--- config.mk ---
export PLATFORM = sky130hd
export DESIGN_NAME = sdram_refresh_sched
export DESIGN_NICKNAME = d
export VERILOG_FILES = /design/src/rtl/sdram_ref_pkg.sv /design/src/rtl/sdram_ref_tick.sv /design/src/rtl/sdram_ref_debt.sv /design/src/rtl/sdram_ref_fsm.sv /design/src/rtl/sdram_refresh_sched.sv
export SDC_FILE = /design/constraint.sdc
export NUM_CORES = 1
export LEC_CHECK = 0
export ABC_AREA = 1
export BUFFER_PORTS_ARGS = -buffer_cell sky130_fd_sc_hd__buf_2
export CORE_MARGIN = 1.5
export CORE_UTILIZATION = 40
export CTS_BUF_LIST = sky130_fd_sc_hd__clkbuf_16
export DETAILED_ROUTE_END_ITERATION = 16
export PLACE_DENSITY = 0.66
export REMOVE_ABC_BUFFERS = 1
export SLEW_MARGIN = 15
export SYNTH_ARGS = -nofsm -noshare
export SYNTH_HDL_FRONTEND = slang
export SYNTH_HIERARCHICAL = 1
export SYNTH_SLANG_ARGS = --single-unit
--- constraint.sdc ---
create_clock -name clk -period 2.5 [get_ports clk]
set_input_delay 0.25 -clock clk [delete_from_list [all_inputs] [get_ports clk]]
set_output_delay 0.25 -clock clk [all_outputs]
set_load 0.03 [all_outputs]
--- src/rtl/sdram_ref_pkg.sv ---
package sdram_ref_pkg;
  typedef enum logic [1:0] {
    CMD_NONE   = 2'd0,
    CMD_PREALL = 2'd1,
    CMD_AREF   = 2'd2,
    CMD_SRENT  = 2'd3
  } ref_cmd_e;

  typedef enum logic [2:0] {
    ST_IDLE, ST_PRE, ST_REF, ST_SRENT, ST_SELF, ST_PDN, ST_RECOV, ST_RREF
  } ref_state_e;
endpackage

--- src/rtl/sdram_ref_tick.sv ---
module sdram_ref_tick #(
  parameter int TICK_CYCLES = 1562
) (
  input  logic clk,
  input  logic rst,
  output logic tick_o
);
  localparam int CW = (TICK_CYCLES > 1) ? $clog2(TICK_CYCLES) : 1;
  localparam logic [CW-1:0] RELOAD = CW'(TICK_CYCLES - 1);

  logic [CW-1:0] cnt_q;

  always_ff @(posedge clk) begin
    if (rst) begin
      cnt_q  <= RELOAD;
      tick_o <= 1'b0;
    end else if (cnt_q == '0) begin
      cnt_q  <= RELOAD;
      tick_o <= 1'b1;
    end else begin
      cnt_q  <= cnt_q - 1'b1;
      tick_o <= 1'b0;
    end
  end

  // one obligation per interval, never two in a row
  a_r2_single_tick: assert property (@(posedge clk) disable iff (rst)
    tick_o |=> !tick_o);
endmodule

--- src/rtl/sdram_ref_debt.sv ---
module sdram_ref_debt #(
  parameter int MAX_DEBT = 8,
  parameter int DEBT_W   = $clog2(MAX_DEBT + 1)
) (
  input  logic              clk,
  input  logic              rst,
  input  logic              tick_i,
  input  logic              suspend_i,
  input  logic              dec_i,
  input  logic              clr_i,
  output logic [DEBT_W-1:0] debt_o,
  output logic              full_o
);
  localparam logic [DEBT_W-1:0] CEIL = DEBT_W'(MAX_DEBT);

  logic              inc, dec;
  logic [DEBT_W-1:0] debt_n;

  always_comb begin
    inc = tick_i && !suspend_i && (debt_o < CEIL);
    dec = dec_i && (debt_o != '0);
    if (clr_i) debt_n = '0;
    else       debt_n = debt_o + DEBT_W'(inc) - DEBT_W'(dec);
  end

  always_ff @(posedge clk) begin
    if (rst) begin
      debt_o <= '0;
      full_o <= 1'b0;
    end else begin
      debt_o <= debt_n;
      full_o <= (debt_n == CEIL);
    end
  end

  a_r2_debt_ceiling: assert property (@(posedge clk) disable iff (rst)
    debt_o <= CEIL);
  a_r7_clear_on_entry: assert property (@(posedge clk) disable iff (rst)
    clr_i |=> (debt_o == '0));
  a_r5_full_matches: assert property (@(posedge clk) disable iff (rst)
    full_o == (debt_o == CEIL));
endmodule

--- src/rtl/sdram_ref_fsm.sv ---
module sdram_ref_fsm
  import sdram_ref_pkg::*;
#(
  parameter int RECOV_W = 8
) (
  input  logic               clk,
  input  logic               rst,
  input  logic               sr_req_i,
  input  logic               pd_req_i,
  input  logic [RECOV_W-1:0] recov_i,
  input  logic               grant_i,
  input  logic               debt_nz_i,
  input  logic               urgent_i,
  output logic               cmd_req_o,
  output ref_cmd_e           cmd_o,
  output logic               hold_o,
  output logic               cke_o,
  output logic               suspend_o,
  output logic               dec_o,
  output logic               clr_o
);
  ref_state_e         state_q, state_n;
  logic               goal_sr_q, goal_sr_n;
  logic [RECOV_W-1:0] rcnt_q, rcnt_n;
  logic               granted;

  assign granted   = cmd_req_o && grant_i;
  assign dec_o     = granted && (cmd_o == CMD_AREF);
  assign clr_o     = granted && (cmd_o == CMD_SRENT);
  assign suspend_o = (state_q == ST_SELF);

  always_comb begin
    state_n   = state_q;
    goal_sr_n = goal_sr_q;
    rcnt_n    = rcnt_q;
    unique case (state_q)
      ST_IDLE: begin
        if (sr_req_i) begin
          state_n = ST_PRE; goal_sr_n = 1'b1;
        end else if (debt_nz_i) begin
          state_n = ST_PRE; goal_sr_n = 1'b0;
        end else if (pd_req_i) begin
          state_n = ST_PDN;
        end
      end
      ST_PRE:   if (granted) state_n = goal_sr_q ? ST_SRENT : ST_REF;
      ST_REF:   if (granted) state_n = ST_IDLE;
      ST_SRENT: if (granted) state_n = ST_SELF;
      ST_SELF: begin
        if (!sr_req_i) begin
          state_n = ST_RECOV; rcnt_n = recov_i;
        end
      end
      ST_RECOV: begin
        if (rcnt_q <= RECOV_W'(1)) state_n = ST_RREF;
        else                       rcnt_n  = rcnt_q - 1'b1;
      end
      ST_RREF:  if (granted) state_n = ST_IDLE;
      ST_PDN:   if (!pd_req_i || urgent_i || sr_req_i) state_n = ST_IDLE;
      default:  state_n = ST_IDLE;
    endcase
  end

  always_ff @(posedge clk) begin
    if (rst) begin
      state_q   <= ST_IDLE;
      goal_sr_q <= 1'b0;
      rcnt_q    <= '0;
      cmd_req_o <= 1'b0;
      cmd_o     <= CMD_NONE;
      hold_o    <= 1'b0;
      cke_o     <= 1'b1;
    end else begin
      state_q   <= state_n;
      goal_sr_q <= goal_sr_n;
      rcnt_q    <= rcnt_n;
      cmd_req_o <= state_n inside {ST_PRE, ST_REF, ST_SRENT, ST_RREF};
      unique case (state_n)
        ST_PRE:           cmd_o <= CMD_PREALL;
        ST_REF, ST_RREF:  cmd_o <= CMD_AREF;
        ST_SRENT:         cmd_o <= CMD_SRENT;
        default:          cmd_o <= CMD_NONE;
      endcase
      hold_o <= state_n inside {ST_REF, ST_SRENT, ST_SELF, ST_PDN, ST_RECOV, ST_RREF};
      cke_o  <= !(state_n inside {ST_SELF, ST_PDN});
    end
  end

  a_r4_request_held: assert property (@(posedge clk) disable iff (rst)
    (cmd_req_o && !grant_i) |=> (cmd_req_o && $stable(cmd_o)));
  a_r12_no_cmd_asleep: assert property (@(posedge clk) disable iff (rst)
    !(cmd_req_o && !cke_o));
  a_r7_cke_after_entry: assert property (@(posedge clk) disable iff (rst)
    (granted && cmd_o == CMD_SRENT) |=> !cke_o);
  a_r6_hold_asleep: assert property (@(posedge clk) disable iff (rst)
    !cke_o |-> hold_o);
  a_r8_wake_raises_cke: assert property (@(posedge clk) disable iff (rst)
    (state_q == ST_SELF && !sr_req_i) |=> (cke_o && hold_o));
endmodule

--- src/rtl/sdram_refresh_sched.sv ---
module sdram_refresh_sched
  import sdram_ref_pkg::*;
#(
  parameter int CLK_KHZ     = 100000,
  parameter int REFI_NS     = 15625,
  parameter int TICK_CYCLES = (CLK_KHZ * REFI_NS) / 1000000,
  parameter int MAX_DEBT    = 8,
  parameter int RECOV_W     = 8,
  parameter int DEBT_W      = $clog2(MAX_DEBT + 1)
) (
  input  logic               clk,
  input  logic               rst,
  input  logic               sr_req_i,
  input  logic               pd_req_i,
  input  logic [RECOV_W-1:0] recov_cycles_i,
  input  logic               cmd_grant_i,
  output logic               cmd_req_o,
  output logic [1:0]         cmd_o,
  output logic               urgent_o,
  output logic               hold_o,
  output logic               cke_o,
  output logic [DEBT_W-1:0]  debt_o
);
  logic     tick, suspend, dec, clr;
  ref_cmd_e cmd_w;

  sdram_ref_tick #(.TICK_CYCLES(TICK_CYCLES)) u_tick (
    .clk(clk), .rst(rst), .tick_o(tick));

  sdram_ref_debt #(.MAX_DEBT(MAX_DEBT), .DEBT_W(DEBT_W)) u_debt (
    .clk(clk), .rst(rst), .tick_i(tick), .suspend_i(suspend),
    .dec_i(dec), .clr_i(clr), .debt_o(debt_o), .full_o(urgent_o));

  sdram_ref_fsm #(.RECOV_W(RECOV_W)) u_fsm (
    .clk(clk), .rst(rst), .sr_req_i(sr_req_i), .pd_req_i(pd_req_i),
    .recov_i(recov_cycles_i), .grant_i(cmd_grant_i),
    .debt_nz_i(debt_o != '0), .urgent_i(urgent_o),
    .cmd_req_o(cmd_req_o), .cmd_o(cmd_w), .hold_o(hold_o), .cke_o(cke_o),
    .suspend_o(suspend), .dec_o(dec), .clr_o(clr));

  assign cmd_o = cmd_w;
endmodule

==> results of run 1 <==
==> through the flow <==
step | utilization, % | hold WS (ps) | cell area (sq um) | setup WS [ps]
floorplan | - | 319 | 1950 | 180
global placement | 45.3 | 375 | 2140 | 294
finish | 48.7 | 238 | 2300 | 262
global route | 48.7 | 251 | 2300 | 64.5
CTS | 48.7 | 232 | 2300 | 238
detailed placement | 45.3 | 376 | 2140 | 254
==> cell type report <==
cell class | count | area (sq um) | area share, %
Multi-Input combinational cell | 200 | 1090 | 47.3
Sequential cell | 34 | 681 | 29.6
Inverter | 46 | 178 | 7.73
Clock buffer | 5 | 125 | 5.44
Timing Repair Buffer | 22 | 110 | 4.79
Tap cell | 67 | 83.8 | 3.65
Clock inverter | 2 | 33.8 | 1.47
==> worst max-delay path, stage by stage (launching register included) <==
cell      delay (ps)
dfxtp_1          320
nand2_1          110
inv_1            140
nand2_1           60
nor2_1            70
a21boi_0         200
ha_1             260
inv_1             60
ha_1             190
fa_1             450
o21ai_0          170
nand2_1           70
nor2_1            90
==> cell usage in the layout, fill, tap and decap left out, types with 5 or more instances in the layout <==
master     synthesis  routed
nand2_1           56      56
inv_1             42      42
nor2_1            39      39
dfxtp_1           34      34
nand3_1           26      26
buf_2              1      22
a21oi_1           15      15
o21ai_0           11      11
ha_1               9       9
o21ai_1            8       8
nor2_2             8       8
clkbuf_16          0       5
nand4_1            5       5
==> worst paths after layout <==
check / end / slack [ps] / cells after the start
max: u_debt/full_o / 260 / 12
min: u_fsm/rcnt_q[6] / 240 / 3
max reg2reg: u_debt/full_o / 260 / 12
min reg2reg: u_tick/cnt_q[0] / 390 / 1
==> cells by family (layout without fill, tap and decap cells) <==
logic type | after synthesis | in the layout
AND/OR/NAND/NOR | 149 | 149
flip-flops | 34 | 34
AO/OA/AOI/OAI | 38 | 38
buffers and inverters | 48 | 75
adder cells (fa/ha/maj) | 10 | 10
XOR/XNOR | 3 | 3
==> state kept, by name (all words and copies together) (netlist names), 2 cells and up <==
name,count
u_fsm/cmd_o,2
u_fsm/rcnt_q,8
u_fsm/state_q,3
u_tick/cnt_q,11
u_debt/debt_o,4
==> power groups by stage <==
stage | combinational, uW | sequential, uW | clock (uW)
6_report | 364 | 635 | 679
3_3_place_gp | 360 | 646 | 0
5_1_grt | 409 | 643 | 726
2_1_floorplan | 240 | 684 | 0
4_1_cts | 365 | 635 | 703
3_5_place_dp | 362 | 647 | 0
==> routing by layer <==
layer | wire length, microns | share of wire (%) | global-route usage, %
met1 | 1900 | 49 | 19.9
met2 | 1770 | 46 | 25.9
met3 | 130 | 3.4 | 3.87
met4 | 34 | 0.89 | 4.40
met5 | 0 | 0 | 0
==> implementation parameters, run 1 <==
Parameter                              Value

Critical path
  Launching element of the worst setup path ... u_fsm/cmd_req_o
  Startpoint of the most critical register-to-register path ... u_fsm/cmd_req_o
  Worst Path Required ... approximately 2700 ps
  Kind of capture point of the worst setup path ... flop
  Largest fanout of any net on the critical path ... 5
  Classification of the worst setup path ... reg2reg
  Startpoint kind of the worst setup timing path ... flop
  Arrival time at the worst endpoint ... 2450 ps

Timing
  Final slew viol count ... 0
  FMAX ... 447 MHz
  Worst relative slew slack ... around three fifths
  Setup TNS Final ... 0 ps
  Slew at the pin closest to its max-slew limit ... ~590 ps
  Time the worst path needs with I/O delays and setup ... ~2200 ps
  Max Clock Skew ... around 6.5 ps
  Setup repair after global routing missed its margin ... false
  Final count of hold timing violations ... 0
  Post-route fraction of the period consumed by the critical path ... about nine tenths
  Number of setup violations in the final report ... 0

Clock network
  CTS tree ... built
  Total number of clock tree sinks ... 34
  Post-CTS Resized ... 0
  Clock slew seen by the registers of the worst setup and hold paths ... around 60 ps
  Post-CTS Hold Buffers ... 0
  Count of buffers added by post-CTS timing repair for setup ... 0
  Skew-Pair Late Insertion Delay ... around 270 ps
  Max Buffers Root-to-Sink ... 2
  Number of levels the H-tree was split into ... 2
  Cts bufs inserted ... 5
  Root Buffer Master ... clkbuf_16

Yosys
  Dominant combinational cell family by area after synthesis ... simple AND/OR/NAND/NOR gates
  Post-Synthesis Mean Instance Area ... just under 7 sq um
  Commonest cells in the synthesized netlist ... nand2_1 (56), inv_1 (42), nor2_1 (39)
  Share of synthesized area spent on multiplexers ... 0%
  Proportion of register bits with asynchronous set or reset after synthesis ... 0%
  EDFF count, synth ... 0
  Flop and latch count out of synthesis ... 34
  Netlist area before placement ... a little under 0.002 sq mm
  Most used flip-flop cell after synthesis ... dfxtp_1
  Sequential-to-total area share from yosys stat ... a little over a third
  Total of warnings raised by yosys ... 6
  Area contributors post-synth ... dfxtp_1 (35%), nand2_1 (11%), inv_1 (8.0%)
  Area share of fa/ha/maj cells after synthesis ... 6.76%
  Library cell with the largest summed area after synthesis ... dfxtp_1
  Cells after synthesis ... 282
  Simple logic cell fraction of the synthesized area ... a little over a third
  Cell with the most instances after synthesis ... nand2_1
  Fraction of synthesized cell area in xor and xnor cells ... between 1 and 1.5%
  Synth top area share ... approximately a third
  Compound-cell area share of the yosys netlist ... between 10% and 20%
  Number of distinct library cells after synthesis ... 32

Place
  IO Port Bufs ... 22
  Final HPWL from detailed placement ... a little under 3 mm
  Weighted congestion reported at the end of routability-driven placement ... around 0.85
  Inst Count DP ... approximately 370

Routing
  Drt wl/cell ... 10.2 microns
  Total length of routed wires ... approximately 3.8 mm
  DR iter-0 viols ... 67
  Remaining number of nets flagged by the antenna check after routing ... 0
  Via count normalized by instance count ... 4.64
  TritonRoute pass-1 iters ... 5
  Vias ... approximately 1700
  DRC violation count after routing ... 0

Floorplanning
  Horiz. Die Dim ... about 73 microns
  Number of cell rows ... 25
  Total die area ... 0.00534 sq mm
  Core area ... 0.00472 sq mm
  Vertical die dimension ... between 70 and 80 microns
  Top Ports ... 23
  Initial core utilization ... about two fifths

Layout
  Synth-to-Final Area Change ... 17.1%
  Diodes inserted ... 0
  Fraction of layout instances using a drive strength above 1 ... about 17%
  NumNets Final ... roughly 330
  Post-route insts no fill ... approximately 380
  Fillers ... 480

Pwr
  Pwr Total ... around 1700 uW
  Psw ... 502 uW
  Combinational Power Share ... between 20% and 30%
  Worst vdd ir ... roughly 0.28 mV
  Internal power ... roughly 1200 uW
  Sw Ratio ... around 30%
  Clock network fraction of design power ... 40.5%
  Share of power burned in registers ... between 30% and 40%
  PD cells ... approximately 730 mW/mm^2
  Lkg Pwr ... between 0.001 and 0.0015 uW

Global routing
  Initial antenna violation count ... 0
  Pin count of the biggest net entering global routing ... 12
  Total global-route track usage ... between 10% and 20%
  Total overflow reported by the global router ... 0
  Global-route wire length before repair ... roughly 6.6 mm
  Number of global-route vias before repair ... 1523

Min path
  Worst min-delay path startpoint ... recov_cycles_i[6]
  Worst hold path class ... in2reg

Status
  Status ... finished, final reports clean

Flow run
  Max_cap viols ... 0
(Power assumes the default switching activity.)
==> inputs of run 2 (changes only) <==
--- a/config.mk
+++ b/config.mk
@@ -5,13 +5,12 @@
 export SDC_FILE = /design/constraint.sdc
 export NUM_CORES = 1
 export LEC_CHECK = 0
-export ABC_AREA = 1
 export BUFFER_PORTS_ARGS = -buffer_cell sky130_fd_sc_hd__buf_2
 export CORE_MARGIN = 1.5
 export CORE_UTILIZATION = 40
 export CTS_BUF_LIST = sky130_fd_sc_hd__clkbuf_16
 export DETAILED_ROUTE_END_ITERATION = 16
-export PLACE_DENSITY = 0.66
+export PLACE_DENSITY = 0.67
 export REMOVE_ABC_BUFFERS = 1
 export SLEW_MARGIN = 15
 export SYNTH_ARGS = -nofsm -noshare
==> implementation parameters, run 2 <==
Parameter                              Value

Layout
  Multi-input combinational cell area ... 0.00110 sq mm
  Register area ... about 680 sq um
  Fillers ... 430
  Top library cells by usage in the layout, fill and taps aside ... dfxtp_1 (34), nor2_1 (25), buf_2 (22), nand2_1 (22), inv_1 (16)
  Diodes inserted ... 0
  Largest Register ... u_tick/cnt_q
  Share of the core filled with cells in the final layout ... 49.3%
  NumNets Final ... ~270
  Fraction of layout instances using a drive strength above 1 ... approximately a fifth
  Synth-to-Final Area Change ... 16.2%
  Biggest regs ... u_tick/cnt_q: 11 flops, u_fsm/rcnt_q: 8 flops, u_debt/debt_o: 4 flops
  Number of flip-flops in the largest register ... 11
  Most frequent standard cell in the layout excluding fill and tap cells ... dfxtp_1
  Post-route insts no fill ... 300

Critical path
  R2R Setup Slk ... around 270 ps
  Worst Path Required ... approximately 2700 ps
  Kind of capture point of the worst setup path ... flop
  Largest fanout of any net on the critical path ... 3
  Number of cells on the worst reg-to-reg path ... 10
  Startpoint of the most critical register-to-register path ... u_debt/debt_o[2]
  Classification of the worst setup path ... reg2reg
  Launching element of the worst setup path ... u_debt/debt_o[2]
  Arrival time at the worst endpoint ... 2440 ps
  Startpoint kind of the worst setup timing path ... flop

Global routing
  Global-route wire length before repair ... approximately 6.7 mm
  Total overflow reported by the global router ... 0
  Number of global-route vias before repair ... roughly 1500
  Initial antenna violation count ... 0
  Pin count of the biggest net entering global routing ... 22
  Total global-route track usage ... between 10% and 20%

Routing
  Drt wl/cell ... about 13 microns
  Total length of routed wires ... 3.83 mm
  Met3 WL post-DR ... between 150 and 200 microns
  Routed length on met1 ... about 1.9 mm
  Vias ... between 1500 and 2000
  Remaining number of nets flagged by the antenna check after routing ... 0
  Detailed route wirelength on metal2 ... between 1.5 and 2 mm
  DRC violation count after routing ... 0
  Via count normalized by instance count ... approximately 5.5
  Highest routed metal layer ... met4
  DR iter-0 viols ... about 130
  TritonRoute pass-1 iters ... 5

Pwr
  Internal power ... 1050 uW
  Combinational Power Share ... between 10% and 20%
  Worst vdd ir ... between 0.3 and 0.4 mV
  Share of power burned in registers ... roughly 43%
  PD cells ... approximately 670 mW/mm^2
  Pwr Total ... 1460 uW
  Sw Ratio ... 27.9%
  Clock network fraction of design power ... about two fifths
  Lkg Pwr ... between 0.0008 and 0.0009 uW
  Psw ... 406 uW

Yosys
  Proportion of register bits with asynchronous set or reset after synthesis ... 0%
  Netlist area before placement ... approximately 0.0019 sq mm
  Number of distinct library cells after synthesis ... 58
  Sequential-to-total area share from yosys stat ... between 30% and 40%
  Area share of fa/ha/maj cells after synthesis ... 7.09%
  Most used flip-flop cell after synthesis ... dfxtp_1
  Synth top area share ... between 30 and 40%
  Area contributors post-synth ... dfxtp_1 (36%), ha_1 (6.0%), nor2_1 (5.0%)
  Flop and latch count out of synthesis ... 34
  Compound-cell area share of the yosys netlist ... between 10% and 20%
  Share of synthesized area spent on multiplexers ... 0%
  Library cell with the largest summed area after synthesis ... dfxtp_1
  EDFF count, synth ... 0
  Post-Synthesis Mean Instance Area ... 8.47 sq um
  Cells after synthesis ... roughly 220
  Simple logic cell fraction of the synthesized area ... a little over 30%
  Fraction of synthesized cell area in xor and xnor cells ... 1.87%
  Total of warnings raised by yosys ... 6
  Commonest cells in the synthesized netlist ... dfxtp_1 (34), nor2_1 (25), nand2_1 (22)
  Cell with the most instances after synthesis ... dfxtp_1
  Dominant combinational cell family by area after synthesis ... simple AND/OR/NAND/NOR gates

Floorplanning
  Number of cell rows ... 24
  Core area ... approximately 0.0044 sq mm
  Vertical die dimension ... 71.4 microns
  Top Ports ... 23
  Initial core utilization ... about 42%
  Total die area ... a little over 0.005 sq mm
  Horiz. Die Dim ... between 70 and 80 microns

Timing
  Worst relative slew slack ... between 60% and 70%
  Time the worst path needs with I/O delays and setup ... about 2200 ps
  Final count of hold timing violations ... 0
  Post-route fraction of the period consumed by the critical path ... a little under 90%
  Setup repair after global routing missed its margin ... false
  Setup TNS Final ... 0 ps
  Slew at the pin closest to its max-slew limit ... between 500 and 600 ps
  FMAX ... 448 MHz
  Max Clock Skew ... around 4.3 ps
  Final slew viol count ... 0
  Number of setup violations in the final report ... 0

Clock network
  CTS tree ... built
  Number of levels the H-tree was split into ... 2
  Count of buffers added by post-CTS timing repair for setup ... 0
  Clock slew seen by the registers of the worst setup and hold paths ... about 50 ps
  Skew-Pair Late Insertion Delay ... about 270 ps
  Post-CTS Resized ... 0
  Post-CTS Hold Buffers ... 0
  Total number of clock tree sinks ... 34
  Max Buffers Root-to-Sink ... 2
  Root Buffer Master ... clkbuf_16
  Cts bufs inserted ... 5

Min path
  Worst min-delay path startpoint ... recov_cycles_i[0]
  Worst hold path stage count ... 3
  Worst hold path class ... in2reg

Place
  IO Port Bufs ... 22
  Final HPWL from detailed placement ... ~2.8 mm
  Inst Count DP ... approximately 290
  Weighted congestion reported at the end of routability-driven placement ... approximately 0.8

Flow run
  Max_cap viols ... 0

Status
  Status ... finished, final reports clean
[run 2: changes by cell type in the layout (fill, tap and decap cells not counted), sizes merged, moves of 4 or more]
cell and change:
buf +4, o21ai -13, nand4 -4, nor4 +4
nand2 -39, nor2 -23, inv -29, or4 +4
nand3 -20, nor3 +6
[run 2: critical path, cell delays in order, from the launching register on]
cell and delay, ps:
dfxtp_1 310, inv_1 70, ha_1 140, inv_1 40
o31a_1 260, ha_1 270, inv_1 40, ha_1 200
and3_4 190, or4b_4 520, a21oi_2 140
[run 2: power by group through the flow]
stage                     registers, uW  clock network (uW)  logic [uW]
after floorplan                     680                   0         148
after global placement              639                   0         271
after detailed placement            638                   0         273
after CTS                           628                 575         274
after global routing                637                 595         302
final                               629                 556         273
[run 2: per-layer routing]
| metal | GRT usage [%] | vias to the layer above |
|---|---|---|
| li1 | - | 861 |
| met1 | 21.0 | 766 |
| met2 | 27.0 | 22 |
| met3 | 4.08 | 5 |
| met4 | 6.71 | 0 |
| met5 | 0 | - |
[run 2: final cells by class]
class                           instances  share of cell area, %
Clock buffer                            5                   5.75
Clock inverter                          1                  0.173
Inverter                               17                   2.93
Multi-Input combinational cell        165                   50.4
Sequential cell                        34                   31.3
Tap cell                               52                   2.99
Timing Repair Buffer                   26                   6.44
[run 2: metrics by stage]
stage | hold slack (ps) | worst slack [ps] | cell area (sq um)
finish | 265 | 270 | 2180
CTS | 263 | 273 | 2180
global route | 271 | 149 | 2180
global placement | 409 | 309 | 2050
floorplan | 319 | 197 | 1840
detailed placement | 412 | 282 | 2050
[run 2: cell families after synthesis]
family          Yosys count
xor+xnor                  4
simple gates            101
flops                    34
buf+inv                  22
fa+ha+maj                10
compound gates           50
[run 2: final timing paths]
path / endpoint
setup reg to reg: u_debt/full_o
hold reg to reg: u_tick/cnt_q[0]
setup / recovery: u_debt/full_o
hold / removal: u_fsm/rcnt_q[0]
==> inputs of run 3 (changes only) <==
--- a/config.mk
+++ b/config.mk
@@ -6,6 +6,7 @@
 export NUM_CORES = 1
 export LEC_CHECK = 0
 export BUFFER_PORTS_ARGS = -buffer_cell sky130_fd_sc_hd__buf_2
+export CORE_ASPECT_RATIO = 0.8
 export CORE_MARGIN = 1.5
 export CORE_UTILIZATION = 40
 export CTS_BUF_LIST = sky130_fd_sc_hd__clkbuf_16
==> implementation parameters, run 3 (same netlist as run 2, synthesis figures left out) <==
Parameter                              Value

Critical path
  Worst path cell trace ... inv_1 > ha_1 > inv_1 > o31a_1 > ha_1 > inv_1 > ha_1 > and3_4 > or4b_4 > a21oi_2
  Worst Path Required ... 2710 ps
  Classification of the worst setup path ... reg2reg
  Startpoint of the most critical register-to-register path ... u_debt/debt_o[2]
  Largest fanout of any net on the critical path ... 3
  Kind of capture point of the worst setup path ... flop
  Crit path largest cell delay ... 520 ps
  Startpoint kind of the worst setup timing path ... flop
  Arrival time at the worst endpoint ... 2460 ps
  Number of cells on the worst reg-to-reg path ... 10
  R2R Setup Slk ... about 240 ps
  Crit path max-delay cell type ... or4b_4
  Worst flop-to-flop path endpoint ... u_debt/full_o

Routing
  DRC violation count after routing ... 0
  Vias ... roughly 1600
  Drt wl/cell ... 12.3 microns
  DR iter-0 viols ... 64
  Via count normalized by instance count ... 5.23
  TritonRoute pass-1 iters ... 4
  Total length of routed wires ... 3.80 mm
  Remaining number of nets flagged by the antenna check after routing ... 0

Clock network
  Count of buffers added by post-CTS timing repair for setup ... 0
  Clock slew seen by the registers of the worst setup and hold paths ... around 50 ps
  Max Buffers Root-to-Sink ... 2
  CTS tree ... built
  Total number of clock tree sinks ... 34
  Skew-Pair Late Insertion Delay ... approximately 270 ps
  Number of levels the H-tree was split into ... 2
  Cts bufs inserted ... 5
  Root Buffer Master ... clkbuf_16
  Post-CTS Hold Buffers ... 0
  Post-CTS Resized ... 0

Floorplanning
  Total die area ... between 0.005 and 0.006 sq mm
  Top Ports ... 23
  Number of cell rows ... 22
  Vertical die dimension ... ~64 microns
  Initial core utilization ... approximately 41%
  Core area ... around 0.0045 sq mm
  Horiz. Die Dim ... approximately 80 microns

Layout
  Register area ... ~680 sq um
  Top library cells by usage in the layout, fill and taps aside ... dfxtp_1 (34), nor2_1 (25), buf_2 (22), nand2_1 (22), inv_1 (18)
  Fillers ... between 400 and 500
  NumNets Final ... 271
  Multi-input combinational cell area ... ~0.0011 sq mm
  Most frequent standard cell in the layout excluding fill and tap cells ... dfxtp_1
  Diodes inserted ... 0
  Number of flip-flops in the largest register ... 11
  Fraction of layout instances using a drive strength above 1 ... a little under a fifth
  Biggest regs ... u_tick/cnt_q: 11 flops, u_fsm/rcnt_q: 8 flops, u_debt/debt_o: 4 flops
  Largest Register ... u_tick/cnt_q
  Synth-to-Final Area Change ... 16.6%

Pwr
  Worst vdd ir ... about 0.33 mV
  PD cells ... roughly 670 mW/mm^2
  Lkg Pwr ... ~0.0009 uW

Status
  Status ... finished, final reports clean

Timing
  FMAX ... between 400 and 500 MHz
  WHS ... 267 ps
  Time the worst path needs with I/O delays and setup ... around 2300 ps
  Number of setup violations in the final report ... 0
  Setup slack of the critical path after layout ... 243 ps
  Worst relative slew slack ... between 60 and 70%
  Setup repair after global routing missed its margin ... false
  Slew at the pin closest to its max-slew limit ... 587 ps
  Max Clock Skew ... between 2 and 2.5 ps
  Post-route fraction of the period consumed by the critical path ... between 90% and 100%
  Setup TNS Final ... 0 ps
  Final slew viol count ... 0
  Final count of hold timing violations ... 0

Global routing
  Initial antenna violation count ... 0
  Total overflow reported by the global router ... 0
  Global-route wire length before repair ... between 6 and 7 mm
  Total global-route track usage ... ~16%
  Number of global-route vias before repair ... between 1000 and 1500
  Pin count of the biggest net entering global routing ... 22

Flow run
  Max_cap viols ... 0

Min path
  End point of the most critical hold path ... u_fsm/rcnt_q[0]
  Worst min-delay path startpoint ... recov_cycles_i[0]
  Worst hold path stage count ... 3
  Worst hold path class ... in2reg

Place
  IO Port Bufs ... 22
  Weighted congestion reported at the end of routability-driven placement ... 0.884
  Final HPWL from detailed placement ... 2.83 mm
  Worst slack, placed ... between 200 and 300 ps
[run 3: changes by cell type in the layout (fill, tap and decap cells not counted), sizes merged]
cell,change
clkinv,-1
buf,-1
inv,+2
[run 3: final cells by class]
cell class              count  area share (%)
repair buffers             25            6.08
clock inverters             2           0.344
flip-flops and latches     34            31.2
multi-input cells         165            50.3
inverters                  17            2.92
well taps                  60            3.44
clock buffers               5            5.73
[run 3: routing by layer]
metal,vias up,GRT usage [%],part of all wire [%]
met5,-,0,0
met4,0,3.29,0
met3,0,4.71,4.1
met2,25,22.7,42
met1,732,23.3,54
li1,854,-,-
[run 3: through the flow]
step | power (uW) | instances | utilization, % | area, sq um
finish | 1460 | 308 | 48.0 | 2180
global route | 1540 | 308 | 48.0 | 2180
floorplan | 828 | 216 | - | 1840
CTS | 1470 | 308 | 48.0 | 2180
detailed placement | 907 | 301 | 45.1 | 2050
global placement | 907 | 301 | 45.1 | 2050
[run 3: worst max-delay path by stage]
stage	startpoint	end	slack (ps)	cells after the start
6_report	u_debt/debt_o[2]	u_debt/full_o	240	10
2_1_floorplan	u_debt/debt_o[2]	u_debt/full_o	200	10
4_1_cts	u_debt/debt_o[2]	u_debt/full_o	240	10
5_1_grt	u_debt/debt_o[2]	u_debt/full_o	140	11
3_3_place_gp	u_debt/debt_o[2]	u_debt/full_o	310	10
3_5_place_dp	u_debt/debt_o[2]	u_debt/full_o	250	10
[run 3: critical path, delay by kind of cell, from the launching register on]
family | cells | cell delay [ps]
adders and majority gates | 3 | 620
and+or+nand+nor | 2 | 710
DFF | 1 | 310
AOI/OAI and AO/OA | 2 | 400
buffers and inverters | 3 | 160
[run 3: report_power, final]
part | internal, uW | switching [uW]
registers | 588 | 50.7
logic | 106 | 156
clock network | 355 | 200
